<file path="src/rtl/cst_pkg.sv">
package cst_pkg;
    localparam int DATA_W = 24;
    localparam int STAT_W = 24;

    typedef logic signed [DATA_W-1:0] sample_t;

    localparam sample_t POS_FS = {1'b0, {(DATA_W-1){1'b1}}};
    localparam sample_t NEG_FS = {1'b1, {(DATA_W-1){1'b0}}};
    localparam sample_t HI_LIM = sample_t'((3 << (DATA_W-3)) - 1);
    localparam sample_t LO_LIM = sample_t'(-(3 << (DATA_W-3)));

    typedef enum logic [1:0] {RNG_IN, RNG_HI, RNG_LO} rng_e;

    typedef struct packed {
        logic       pwrdn;
        logic       isel;
        logic [2:0] bw;
        logic [4:0] gain;
    } cfg_t;

    function automatic sample_t clip_word(sample_t raw, logic op, logic on);
        if (op)      return POS_FS;
        else if (on) return NEG_FS;
        else         return raw;
    endfunction

    function automatic rng_e classify(sample_t v);
        if (v > HI_LIM)      return RNG_HI;
        else if (v < LO_LIM) return RNG_LO;
        else                 return RNG_IN;
    endfunction
endpackage

</file>
<file path="src/rtl/cst_settle.sv">
module cst_settle #(
    parameter int SETTLE_N = 8
) (
    input  logic clk,
    input  logic rst,
    input  logic kill,
    input  logic res_valid,
    output logic settled
);
    localparam int CW = $clog2(SETTLE_N + 1);

    logic [CW-1:0] cnt;

    always_ff @(posedge clk) begin
        if (rst || kill) begin
            settled <= 1'b0;
            cnt     <= '0;
        end else if (!settled && res_valid) begin
            if (cnt == CW'(SETTLE_N - 1)) begin
                settled <= 1'b1;
                cnt     <= '0;
            end else begin
                cnt <= cnt + CW'(1);
            end
        end
    end
endmodule

</file>
<file path="src/rtl/cst_range.sv">
module cst_range
    import cst_pkg::*;
#(
    parameter int RUN_LEN = 4
) (
    input  logic    clk,
    input  logic    rst,
    input  logic    res_valid,
    input  sample_t word,
    output logic    run_hit
);
    localparam int CW = $clog2(RUN_LEN + 1);

    logic [CW-1:0] run_len, nxt_len;
    rng_e          run_dir, cls;

    always_comb begin
        cls = classify(word);
        if (cls == RNG_IN)
            nxt_len = '0;
        else if (cls != run_dir || run_len == '0)
            nxt_len = CW'(1);
        else if (run_len == CW'(RUN_LEN))
            nxt_len = run_len;
        else
            nxt_len = run_len + CW'(1);
        run_hit = res_valid && (nxt_len == CW'(RUN_LEN));
    end

    always_ff @(posedge clk) begin
        if (rst) begin
            run_len <= '0;
            run_dir <= RNG_IN;
        end else if (res_valid) begin
            run_len <= nxt_len;
            run_dir <= cls;
        end
    end
endmodule

</file>
<file path="src/rtl/cvt_status_track.sv">
module cvt_status_track
    import cst_pkg::*;
#(
    parameter int SETTLE_N = 8,
    parameter int RUN_LEN  = 4
) (
    input  logic              clk,
    input  logic              rst,
    input  logic              res_valid,
    input  logic [DATA_W-1:0] res_word,
    input  logic              ovf_pos,
    input  logic              ovf_neg,
    input  logic              ovr_in,
    input  logic              sync_ev,
    input  logic              pwrdn_in,
    input  logic [4:0]        cfg_gain,
    input  logic [2:0]        cfg_bw,
    input  logic              cfg_isel,
    input  logic              rd_start,
    input  logic              rd_done,
    input  logic              stat_rd_done,
    output logic [DATA_W-1:0] out_word,
    output logic [STAT_W-1:0] status_word,
    output logic              err_n
);
    cfg_t    cfg_q;
    sample_t clipped;
    logic    settled, frozen, kill, run_hit;
    logic    modf, mod_next, mod_rise;
    logic    ovw, acc, oor, drdy, rd_busy, err;
    logic    cfg_chg, pwr_exit;

    assign clipped  = clip_word(sample_t'(res_word), ovf_pos, ovf_neg);
    assign frozen   = !settled;
    assign mod_next = (frozen || pwrdn_in) ? modf : ovr_in;
    assign mod_rise = mod_next && !modf;
    assign cfg_chg  = (cfg_q.gain != cfg_gain) || (cfg_q.bw != cfg_bw) ||
                      (cfg_q.isel != cfg_isel);
    assign pwr_exit = cfg_q.pwrdn && !pwrdn_in;
    assign kill     = sync_ev || cfg_chg || pwr_exit || mod_rise;

    cst_settle #(.SETTLE_N(SETTLE_N)) settle_i (
        .clk(clk), .rst(rst), .kill(kill), .res_valid(res_valid),
        .settled(settled)
    );

    cst_range #(.RUN_LEN(RUN_LEN)) range_i (
        .clk(clk), .rst(rst), .res_valid(res_valid), .word(clipped),
        .run_hit(run_hit)
    );

    always_ff @(posedge clk) begin
        if (rst) begin
            cfg_q    <= '0;
            out_word <= '0;
            modf     <= 1'b0;
            drdy     <= 1'b0;
            rd_busy  <= 1'b0;
        end else begin
            cfg_q <= '{pwrdn: pwrdn_in, isel: cfg_isel, bw: cfg_bw, gain: cfg_gain};
            modf  <= mod_next;
            if (res_valid) out_word <= clipped;
            if (res_valid)    drdy <= 1'b1;
            else if (rd_done) drdy <= 1'b0;
            if (rd_start)     rd_busy <= 1'b1;
            else if (rd_done) rd_busy <= 1'b0;
        end
    end

    always_ff @(posedge clk) begin
        if (rst || stat_rd_done) begin
            ovw <= 1'b0;
            acc <= 1'b0;
            oor <= 1'b0;
        end else if (!frozen && res_valid) begin
            if (rd_busy)            ovw <= 1'b1;
            if (ovf_pos || ovf_neg) acc <= 1'b1;
            if (run_hit)            oor <= 1'b1;
        end
    end

    assign err   = ovw || modf || acc;
    assign err_n = !err;

    always_comb begin
        status_word      = '0;
        status_word[23]  = err;
        status_word[22]  = ovw;
        status_word[21]  = modf;
        status_word[19]  = acc;
        status_word[18]  = drdy;
        status_word[17]  = settled;
        status_word[16]  = oor;
        status_word[11]  = cfg_q.pwrdn;
        status_word[10]  = cfg_q.isel;
        status_word[8:6] = cfg_q.bw;
        status_word[4:0] = cfg_q.gain;
    end
endmodule


</file>
<file path="config.mk">
export PLATFORM = sky130hd
export DESIGN_NAME = cvt_status_track
export DESIGN_NICKNAME = d
export VERILOG_FILES = /design/src/rtl/cst_pkg.sv /design/src/rtl/cst_settle.sv /design/src/rtl/cst_range.sv /design/src/rtl/cvt_status_track.sv
export SDC_FILE = /design/constraint.sdc
export NUM_CORES = 1
export LEC_CHECK = 0
export ABC_CLOCK_PERIOD_IN_PS = 4500
export BUFFER_PORTS_ARGS = -buffer_cell sky130_fd_sc_hd__buf_2
export CAP_MARGIN = 20
export CORE_MARGIN = 2
export CORE_UTILIZATION = 53
export DETAILED_ROUTE_END_ITERATION = 6
export PLACE_DENSITY = 0.81
export SYNTH_ARGS = -nofsm -noshare
export SYNTH_HDL_FRONTEND = slang
export SYNTH_HIERARCHICAL = 1
export SYNTH_SLANG_ARGS = --single-unit
export TNS_END_PERCENT = 100
</file>
<file path="constraint.sdc">
create_clock -name clk -period 4.5 [get_ports clk]
set_input_delay 1.125 -clock clk [delete_from_list [all_inputs] [get_ports clk]]
set_output_delay 1.125 -clock clk [all_outputs]
set_load 0.05 [all_outputs]
</file>
Word-level counts from Yosys, hierarchy flattened. Index checks and enable logic that the tools add are counted.

Register bits after elaboration: 50. Input port bits: 44. Output and inout port bits: 49. Logic and storage cells: 67.

Add/subtract/negate cells: 2. $lt $le $gt $ge: 2. Equality and inequality tests: 7. Muxes and demuxes: 12. Reduce and logical (&&, ||, !) cells: 29.

Operators with widths (count): 24-bit two-way mux (2); 24-bit > comparator, second input constant (1); 24-bit < comparator, second input constant (1); 1-bit logical OR (12); 3-bit two-way mux (3); 2-bit AND reduction (4); 3-bit == test, second input constant (2); 1-bit logical AND (5); 5-bit inequality test (1); 4-bit by 1-bit adder with 4-bit output, second input constant (1); 4-bit by 3-bit == test with 1-bit output, second input constant (1); 1-bit logical NOT (4); 1-bit two-way mux (4); 2-bit two-way mux (2); 4-bit two-way mux (1); 2-bit nonzero test (2); 3-bit by 1-bit adder with 3-bit output, second input constant (1); 3-bit logical NOT (1); 3-bit inequality test (1); 2-bit logical NOT (1); 2-bit inequality test (1); 1-bit inequality test (1).

Logic depth before layout (Yosys ltp). Gate-level depths: netlist of the first run.

Depth after elaboration: 12. Gate-level depth with buffers: 9. Gate-level depth less buffers: 9.

By module. Netlist of the first run, hierarchy kept.

By module, submodules not included: cvt_status_track (times used 1, cells an instance 210, area an instance 1988.2 µm², sequential area each 800.8 µm²); cst_range (times used 1, cells an instance 41, area an instance 344.1 µm², sequential area each 100.1 µm²); cst_settle (times used 1, cells an instance 22, area an instance 232.7 µm², sequential area each 100.1 µm²).

Worst setup path after synthesis of the first run. Ideal clock, no wire load.

Path kind: input port to flip-flop. Start point: in ovf_pos. End point: reg oor. Setup time: 0.119 ns. Arrival time: 2.267 ns. Required time: 4.381 ns. Slack: 2.114 ns. Stages: 9. Buffers on the path: 1. Cells stage by stage: buf_4 -> a21oi_1 -> inv_1 -> and3b_4 -> a22o_4 -> nand2_1 -> nor3_1 -> a31oi_1 -> nor3_1.

Cells in the longest elaborated chain, start to end: 11. Elaborated cells on any way between the ends: 13. Those cells by class: order compare (2); eq/ne (2); mux (5); reduce/logical (4).

RTL lines: start, declared (RTL line cvt_status_track.sv:11) `input logic ovf_pos,`; 24-bit two-way mux (*) (RTL line cst_pkg.sv:22) `if (op) return POS_FS;`; net clipped[22] (RTL line cvt_status_track.sv:27) `sample_t clipped;`; 24-bit < comparator (RTL line cst_pkg.sv:29) `else if (v < LO_LIM) return RNG_LO;`; 2-bit two-way mux (RTL line cst_pkg.sv:29); 2-bit two-way mux (*) (RTL line cst_pkg.sv:28) `if (v > HI_LIM) return RNG_HI;`; 2-bit inequality test (RTL line cst_range.sv:21) `else if (cls != run_dir || run_len == '0)`; 1-bit logical OR (RTL line cst_range.sv:21); 3-bit two-way mux (RTL line cst_range.sv:21); 3-bit two-way mux (*) (RTL line cst_range.sv:19) `if (cls == RNG_IN)`; 3-bit == test (*) (RTL line cst_range.sv:27) `run_hit = res_valid && (nxt_len == CW'(RUN_LEN));`; 1-bit logical AND (*) (RTL line cst_range.sv:27); net run_hit (RTL line cvt_status_track.sv:28) `logic settled, frozen, kill, run_hit;`; 2-bit AND reduction (no line) (*); end signal, assigned (RTL line cvt_status_track.sv:74) `oor <= 1'b0;`; end signal, assigned (RTL line cvt_status_track.sv:78) `if (run_hit) oor <= 1'b1;`; end, declared (RTL line cvt_status_track.sv:30) `logic ovw, acc, oor, drdy, rd_busy, err;`.

The timed path passes the listed nets; every way through them passes the cells marked *. A chain may end at the register's enable or synchronous reset.

Worst setup path after layout of the first run.
Start point: in ovf_neg. End point: reg oor.

Cells in the longest elaborated chain, start to end: 12. Elaborated cells on any way between the ends: 14. Those cells by class: order compare (2); eq/ne (2); mux (6); reduce/logical (4).

RTL lines: start, declared (RTL line cvt_status_track.sv:12) `input logic ovf_neg,`; 24-bit two-way mux (*) (RTL line cst_pkg.sv:23) `else if (on) return NEG_FS;`; 24-bit two-way mux (*) (RTL line cst_pkg.sv:22); net clipped[22] (RTL line cvt_status_track.sv:27); 24-bit < comparator (RTL line cst_pkg.sv:29); 2-bit two-way mux (RTL line cst_pkg.sv:29); 2-bit two-way mux (*) (RTL line cst_pkg.sv:28); 2-bit inequality test (RTL line cst_range.sv:21); 1-bit logical OR (RTL line cst_range.sv:21); 3-bit two-way mux (RTL line cst_range.sv:21); 3-bit two-way mux (*) (RTL line cst_range.sv:19); 3-bit == test (*) (RTL line cst_range.sv:27); 1-bit logical AND (*) (RTL line cst_range.sv:27); net run_hit (RTL line cvt_status_track.sv:28); 2-bit AND reduction (no line) (*).

Marked as above.

==> impl_results.md, run 1 <==
- Status: completed
- Static Leak: 0.00128 uW
- Met1 Wirelength: 2250 um
- Initial antenna violation count: 0
- Antenna Cells: 0
- RSZ-0062 raised after global routing: false
- Clock Tree Root: clkbuf_8
- CTS buffer count: 5
- Clk Latency, worst-skew pair: 0.30 ns
- Die X: 72.5 um
- CP bufs+invs: 3
- Crit. path cell count: 10
- Max cap viols: 0
- Post-route DRC: 0
- CP max stage cell: inv_2
- Clk slew on worst S/H paths: 0.08 ns
- Syn_area_per_cell: 9.87 sq um
- Core area: 4440 sq um
- Synth-to-Final Area Change: 16.3%
- Clk sinks: 50
- Largest net degree at the start of global routing: 51
- Initial DRC count: 83
- Hold path depth: 2
- Highest Clock Rate: 0.382 GHz
- CTS hold repair buffers: 0
- Hold Path Class: flip-flop to flip-flop
- Worst Reg-to-Reg Cells: 8
- Measured slew at the worst slew-check pin: 0.631 ns
- Post-synth design cell area: 2490 sq um
- Final period util: 58.2%
- Worst slew margin: 57.9%
- Share of cells above drive strength 1: 44.0%
- Final Routed Wirelength: 4930 um
- Rows: 24
- Starting Density: 55.9%
- Total GRT Usage: 19.1%
- Input/output buffers: 85
- IO Pins: 93
- Startpoint Class: primary input
- Global route overflow: 0
- H-Tree Depth: 2
- Period minus WS final: 2.62 ns
- Synth warn: 6
- DP HPWL: 3480 um
- Highest routed layer: met4
- Max-slew violations: 0
- Remaining antenna violation count: 0
- Fill count: 383
- Global-route wire length before repair: 7910 um
- CP Cell Sequence: buf_2 > inv_2 > a21oi_1 > inv_1 > and3b_4 > a22o_4 > nand2_1 > nor3_1 > a31oi_1 > nor3_1
- Detail Route met2 WL: 2220 um
- DR WL/cell: 13.2 um
- Final Hold Vio Count: 0
- Post-route setup TNS: 0 ns
- Final setup viols: 0
- Crit path largest cell delay: 0.41 ns
- Vias: 1,954
- Clock Skews: 0.00503 ns
- Worst setup EP type: flip-flop
- DP Area: 2760 sq um
- Most common cell after layout, fill and taps aside: buf_2
- Vias in the first global route: 1,779
- Setup Buffers After CTS: 0
- Power Density: 350 nW/um^2
- Met3 WL: 422 um
- Buffer depth of the longest clock path: 2
- CP dominant cell by count: nor3_1
- Routed vias/inst: 5.21
- Gate Count Post-Synth: 252
- Nets: 369
- Final GP Congestion: 0.747
- Crit Path Class: primary input to flip-flop
- CTS tree: done
- Drt pass-1 iters: 4
- DIE HEIGHT: 72.5 um
- Worst path required time: 4.73 ns
- Critical path arrival: 2.85 ns
- Worst-path fanout max: 23
- Post-cts resize count: 0
- Max VDD drop: 0.175 mV
- Fin area: 2890 sq um
- Largest delay share family, worst path: buffers and inverters
- Die area: 5250 sq um
- Most frequent cells in the layout: buf_2 (85), dfxtp_1 (50), nor2_1 (32)
-- metrics by stage --
stage          worst slack (ns)  hold slack (ns)  util [%]  total power, uW  instances
2_1_floorplan              2.11            0.450         -              670        258
3_3_place_gp               1.64            0.469      62.0              710        366
3_5_place_dp               1.55            0.480      62.0              713        366
4_1_cts                    1.85            0.492      64.4             1020        374
5_1_grt                    1.69            0.508      65.1             1060        375
6_report                   1.88            0.490      65.1             1010        375
-- per-layer routing --
layer | vias to the layer above | GRT usage [%]
li1 | 990 | -
met1 | 890 | 23.8
met2 | 69 | 31.1
met3 | 5 | 7.08
met4 | 0 | 5.56
met5 | - | 0
-- worst register-to-register path, cell delays in order (launching register included) --
cell      delay [ns]
dfxtp_1         0.43
inv_1           0.07
ha_1            0.22
nand2b_1        0.16
o21ai_0         0.16
a22oi_1         0.09
nor3_1          0.19
a31oi_1         0.11
nor3_1          0.14
-- area by class of cell --
class	count	area, sq um	share of cell area, %
Sequential cell	50	1000	34.6
Multi-Input combinational cell	167	1220	42.1
Clock inverter	1	30.0	1.04
Inverter	11	41.3	1.43
Clock buffer	7	76.3	2.64
Tap cell	52	65.1	2.25
Timing Repair Buffer	87	460	15.9
-- registers in the layout, summed over array words and instances (netlist names) --
| register | count |
|---|---|
| oor | 1 |
| settle_i/cnt | 4 |
| drdy | 1 |
| acc | 1 |
| ovw | 1 |
| range_i/run_dir | 2 |
| modf | 1 |
| range_i/run_len | 3 |
| status_word | 10 |
| settle_i/settled | 1 |
| out_word | 24 |
| rd_busy | 1 |
-- power by group --
group / internal, uW / switching (uW)
clock network: 166 / 142
registers: 465 / 12.5
logic: 65.7 / 161
-- worst paths after layout --
check,end,start,slack [ns]
worst max-delay path,oor$_SDFFE_PP0P_,ovf_neg,1.88
worst min-delay path,range_i/run_len[1]$_SDFFE_PP0P_,range_i/run_len[1]$_SDFFE_PP0P_,0.49
worst max register to register,oor$_SDFFE_PP0P_,range_i/run_len[0]$_SDFFE_PP0P_,2.86
worst min register to register,range_i/run_len[1]$_SDFFE_PP0P_,range_i/run_len[1]$_SDFFE_PP0P_,0.49
(Power assumes the default switching activity.)
==> inputs of run 2 (changes only) <==
--- a/config.mk
+++ b/config.mk
@@ -5,13 +5,13 @@
 export SDC_FILE = /design/constraint.sdc
 export NUM_CORES = 1
 export LEC_CHECK = 0
-export ABC_CLOCK_PERIOD_IN_PS = 4500
+export ABC_CLOCK_PERIOD_IN_PS = 2120
 export BUFFER_PORTS_ARGS = -buffer_cell sky130_fd_sc_hd__buf_2
 export CAP_MARGIN = 20
 export CORE_MARGIN = 2
-export CORE_UTILIZATION = 53
+export CORE_UTILIZATION = 45
 export DETAILED_ROUTE_END_ITERATION = 6
-export PLACE_DENSITY = 0.81
+export PLACE_DENSITY = 0.73
 export SYNTH_ARGS = -nofsm -noshare
 export SYNTH_HDL_FRONTEND = slang
 export SYNTH_HIERARCHICAL = 1
==> constraint.sdc (replaced) <==
create_clock -name clk -period 2.12 [get_ports clk]
set_input_delay 0.53 -clock clk [delete_from_list [all_inputs] [get_ports clk]]
set_output_delay 0.53 -clock clk [all_outputs]
set_load 0.05 [all_outputs]
==> run 2 against run 1 <==
  * First-iteration DRC count is 20% lower
  * Largest power group unchanged
  * Hold slack got worse by 0.065 ns
  * Via count increased by 2.9%
==> impl_results.md, run 2 (synthesis gave the netlist of run 1 again) <==
- Routed vias/inst: 5.04
- Remaining antenna violation count: 0
- Status: completed
- Clock Skews: 0.00743 ns
- Max cap viols: 0
- Highest Clock Rate: 0.543 GHz
- Die X: 78.3 um
- Worst Reg-to-Reg Cells: 8
- DIE HEIGHT: 78.3 um
- Startpoint Class: flip-flop
- Clock Tree Root: clkbuf_8
- Initial DRC count: 66
- Hold Path Class: primary input to flip-flop
- DR WL/cell: 13.0 um
- Most frequent cells in the layout: buf_2 (85), dfxtp_1 (50), nor2_1 (32)
- IO Pins: 93
- Vias: 2,011
- CTS tree: done
- CTS buffer count: 5
- Fin area: 2930 sq um
- Power Density: 707 nW/um^2
- Total GRT Usage: 17.3%
- Input/output buffers: 85
- Drt pass-1 iters: 4
- Static Leak: 0.00129 uW
- Hold EP: acc$_SDFFE_PP0P_
- Share of cells above drive strength 1: 45.3%
- Antenna Cells: 0
- Post-route setup TNS: 0 ns
- Final Hold Vio Count: 0
- Largest net degree at the start of global routing: 51
- Starting Density: 46.0%
- Final period util: 86.8%
- Hold path depth: 2
- Critical path arrival: 1.31 ns
- Register with the most flip-flops: out_word
- Nets: 373
- Global-route wire length before repair: 8590 um
- Post-cts resize count: 0
- Final setup viols: 0
- Clk sinks: 50
- Placed Cells: 391
- Buffer depth of the longest clock path: 2
- Worst-path fanout max: 3
- Setup Buffers After CTS: 0
- H-Tree Depth: 2
- DP Area: 2830 sq um
- Synth-to-Final Area Change: 17.8%
- Clk slew on worst S/H paths: 0.09 ns
- Largest register FFs: 24
- Final GP Congestion: 0.719
- Worst Min Path Start: stat_rd_done
- Reg2reg setup slack: 0.42 ns
- Worst setup EP type: output pin
- CTS hold repair buffers: 0
- Highest routed layer: met4
- Min Hold Slack: 0.425 ns
- Final Routed Wirelength: 5190 um
- Rows: 27
- Post-route DRC: 0
- Detail Route met2 WL: 2460 um
- Finished Core Util: 54.2%
- Global route overflow: 0
- Fill count: 500
- Crit Path Class: flip-flop to output pin
- RR Startpoint: range_i/run_len[0]$_SDFFE_PP0P_
- Worst path required time: 1.59 ns
- Most common cell after layout, fill and taps aside: buf_2
- Die area: 6140 sq um
- DP HPWL: 3650 um
- RSZ-0062 raised after global routing: false
- Max-slew violations: 0
- Clk Latency, worst-skew pair: 0.30 ns
- Reg-to-Reg End: oor$_SDFFE_PP0P_
- Max VDD drop: 0.398 mV
- Initial antenna violation count: 0
- Non-Filler Instances: 399
- Vias in the first global route: 1,949
- Met1 Wirelength: 2370 um
- Core area: 5410 sq um
- Period minus WS final: 1.84 ns
- Met3 WL: 313 um
## run 2: cell types whose count changed in the layout (fill, tap and decap cells not counted), sizes merged
cell	delta
buf	+4
bufinv	-1
clkbuf	-1
clkinv	+1
clkinvlp	+1
## run 2: how the worst max path moves through the flow
stage | cells past startpoint | start | end | slack, ns
final | 3 | acc$_SDFFE_PP0P_ | err_n | 0.28
after global routing | 3 | acc$_SDFFE_PP0P_ | err_n | 0.19
after CTS | 3 | acc$_SDFFE_PP0P_ | err_n | 0.27
after detailed placement | 10 | ovf_neg | oor$_SDFFE_PP0P_ | 0.11
after global placement | 10 | ovf_neg | oor$_SDFFE_PP0P_ | 0.23
after floorplan | 9 | ovf_pos | oor$_SDFFE_PP0P_ | 0.33
## run 2: layout make-up
cell class                 instances  area [sq um]  area share [%]
multi-input combinational        167          1220            41.6
sequential                        50          1000            34.2
timing repair buffer              91           483            16.5
tap                               72          90.1            3.08
clock buffer                       6          82.6            2.82
inverter                          11          41.3            1.41
clock inverter                     2          12.5           0.427
## run 2: worst max-delay path: stages, from the launching register on
cell and delay (ns):
dfxtp_1 0.33, or3_1 0.38, inv_1 0.05, buf_2 0.25
## run 2: through the flow
stage	setup slack [ns]	power, uW
CTS	0.266	2090
global placement	0.235	1520
detailed placement	0.109	1520
floorplan	0.329	1420
global route	0.194	2160
finish	0.280	2070
## run 2: report_power, final
group | total, uW | switching (uW) | internal, uW
combinational | 486 | 344 | 143
clock | 569 | 307 | 263
sequential | 1010 | 26.6 | 988
total | 2070 | 677 | 1390
## run 2: layer usage
| metal | track usage (%) | vias up |
|---|---|---|
| met4 | 4.74 | 0 |
| li1 | - | 997 |
| met2 | 30.3 | 69 |
| met3 | 4.02 | 5 |
| met1 | 21.4 | 940 |
| met5 | 0 | - |
==> inputs of run 3 (changes only) <==
--- a/config.mk
+++ b/config.mk
@@ -12,6 +12,7 @@
 export CORE_UTILIZATION = 45
 export DETAILED_ROUTE_END_ITERATION = 6
 export PLACE_DENSITY = 0.73
+export REMOVE_ABC_BUFFERS = 1
 export SYNTH_ARGS = -nofsm -noshare
 export SYNTH_HDL_FRONTEND = slang
 export SYNTH_HIERARCHICAL = 1
==> run 3 against run 2 <==
  * Die area did not move
  * Setup slack worse by 0.011 ns
  * Clock-buffer cell count up 1
  * Critical path type unchanged
  * Highest routed layer unchanged
==> impl_results.md, run 3 (synthesis gave the netlist of run 1 again) <==
- CP max stage cell: or3_1
- Most frequent cells in the layout: buf_2 (85), dfxtp_1 (50), nor2_1 (32)
- CP bufs+invs: 2
- Crit. path cell count: 3
- Clock Skews: 0.00360 ns
- Share of cells above drive strength 1: 45.1%
- Post-cts resize count: 0
- Post-route DRC: 0
- Highest Clock Rate: 0.540 GHz
- Final Routed Wirelength: 5100 um
- RR Startpoint: range_i/run_len[0]$_SDFFE_PP0P_
- Final Hold Vio Count: 0
- Die area: 6140 sq um
- Static Leak: 0.00129 uW
- DR WL/cell: 12.8 um
- Clk Latency, worst-skew pair: 0.30 ns
- Clk slew on worst S/H paths: 0.08 ns
- Synth-to-Final Area Change: 17.9%
- Worst Reg-to-Reg Cells: 8
- Fraction of power spent switching nets: 32.4%
- Hold Path Class: primary input to flip-flop
- Final period util: 87.3%
- Min Hold Slack: 0.424 ns
- Internal: 1400 uW
- Final GP Congestion: 0.728
- DIE HEIGHT: 78.3 um
- Period minus WS final: 1.85 ns
- Setup Buffers After CTS: 0
- Crit path largest cell delay: 0.38 ns
- CP Cell Sequence: or3_1 > inv_1 > buf_2
- Worst-path fanout max: 3
- M2 GR Usage: 31.1%
- Post-route setup TNS: 0 ns
- Input/output buffers: 85
- Worst setup EP type: output pin
- Global route overflow: 0
- Fill count: 511
- Clk sinks: 50
- Power Density: 705 nW/um^2
- Register with the most flip-flops: out_word
- Initial DRC count: 85
- Seq pwr share: 49.1%
- Largest delay share family, worst path: simple AND/OR/NAND/NOR gates
- Largest net degree at the start of global routing: 31
- GR peak layer: met2
- Reg2reg setup slack: 0.49 ns
- Starting Density: 46.0%
- H-Tree Depth: 2
- Buffer depth of the longest clock path: 2
- Drt pass-1 iters: 4
- Critical path arrival: 1.32 ns
- Crit Path Class: flip-flop to output pin
- Initial antenna violation count: 0
- Comb pwr share: 23.6%
- CTS buffer count: 5
- Net Sw Power: 670 uW
- IO Pins: 93
- Reg-to-Reg End: oor$_SDFFE_PP0P_
- DP HPWL: 3790 um
- Max VDD drop: 0.453 mV
- Rows: 27
- Nets: 374
- Met1 Resource Use GR: 20.1%
- Vias: 1,995
- Total GRT Usage: 17.5%
- Antenna Cells: 0
- Largest register FFs: 24
- Non-Filler Instances: 400
- Max-slew violations: 0
- Final setup viols: 0
- Global-route wire length before repair: 8540 um
- Routed vias/inst: 4.99
- Max cap viols: 0
- Remaining antenna violation count: 0
- CTS hold repair buffers: 0
- Startpoint Class: flip-flop
- PnR Total Power: 2070 uW
- Worst Setup EP: err_n
- Core area: 5410 sq um
- Critical Path Start: acc$_SDFFE_PP0P_
- M3 GR Usage: 3.56%
- Most common cell after layout, fill and taps aside: buf_2
- CTS tree: done
- Die X: 78.3 um
- Vias in the first global route: 1,912
- Clock Tree Root: clkbuf_8
- Status: completed
- Clock Power Share: 27.4%
- Placed Cells: 392
- RSZ-0062 raised after global routing: false
- Worst path required time: 1.59 ns
## run 3: cell types whose count changed in the layout (fill, tap and decap cells not counted)
cell	delta
buf_4	+1
clkbuf_1	+1
clkinvlp_4	-1
## run 3: stage by stage
| step | utilization, % | area (sq um) | setup WS (ns) |
|---|---|---|---|
| after detailed placement | 52.5 | 2840 | 0.172 |
| final | 54.2 | 2930 | 0.269 |
| after global routing | 54.2 | 2930 | 0.133 |
| after global placement | 52.5 | 2840 | 0.241 |
| after floorplan | - | 2260 | 0.0510 |
| after CTS | 54.2 | 2930 | 0.244 |
## run 3: layout make-up
type | count | area (sq um) | area share, %
clock buffers | 7 | 86.3 | 2.94
well taps | 72 | 90.1 | 3.07
clock inverters | 1 | 5.00 | 0.171
inverters | 11 | 41.3 | 1.41
multi-input cells | 167 | 1220 | 41.5
flip-flops and latches | 50 | 1000 | 34.1
repair buffers | 92 | 490 | 16.7
## run 3: layer usage
| layer | share of wire, % | routed length [um] |
|---|---|---|
| met5 | 0 | 0 |
| met4 | 1.9 | 99 |
| met3 | 4.5 | 229 |
| met2 | 50 | 2560 |
| met1 | 43 | 2210 |
## run 3: worst min-delay path by stage
stage	startpoint	endpoint	slack, ns	depth (start not counted)
floorplan	range_i/run_len[1]$_SDFFE_PP0P_	range_i/run_len[1]$_SDFFE_PP0P_	0.45	2
global placement	rd_busy$_SDFFE_PP0P_	rd_busy$_SDFFE_PP0P_	0.47	2
detailed placement	rd_busy$_SDFFE_PP0P_	rd_busy$_SDFFE_PP0P_	0.47	2
CTS	stat_rd_done	ovw$_SDFFE_PP0P_	0.42	2
global route	stat_rd_done	acc$_SDFFE_PP0P_	0.43	2
finish	stat_rd_done	ovw$_SDFFE_PP0P_	0.42	2
## run 3: power groups by stage
stage	clock network, uW	logic (uW)	registers, uW
2_1_floorplan	0	157	1190
3_3_place_gp	0	484	1030
3_5_place_dp	0	490	1040
4_1_cts	588	491	1010
5_1_grt	624	520	1020
6_report	565	486	1010
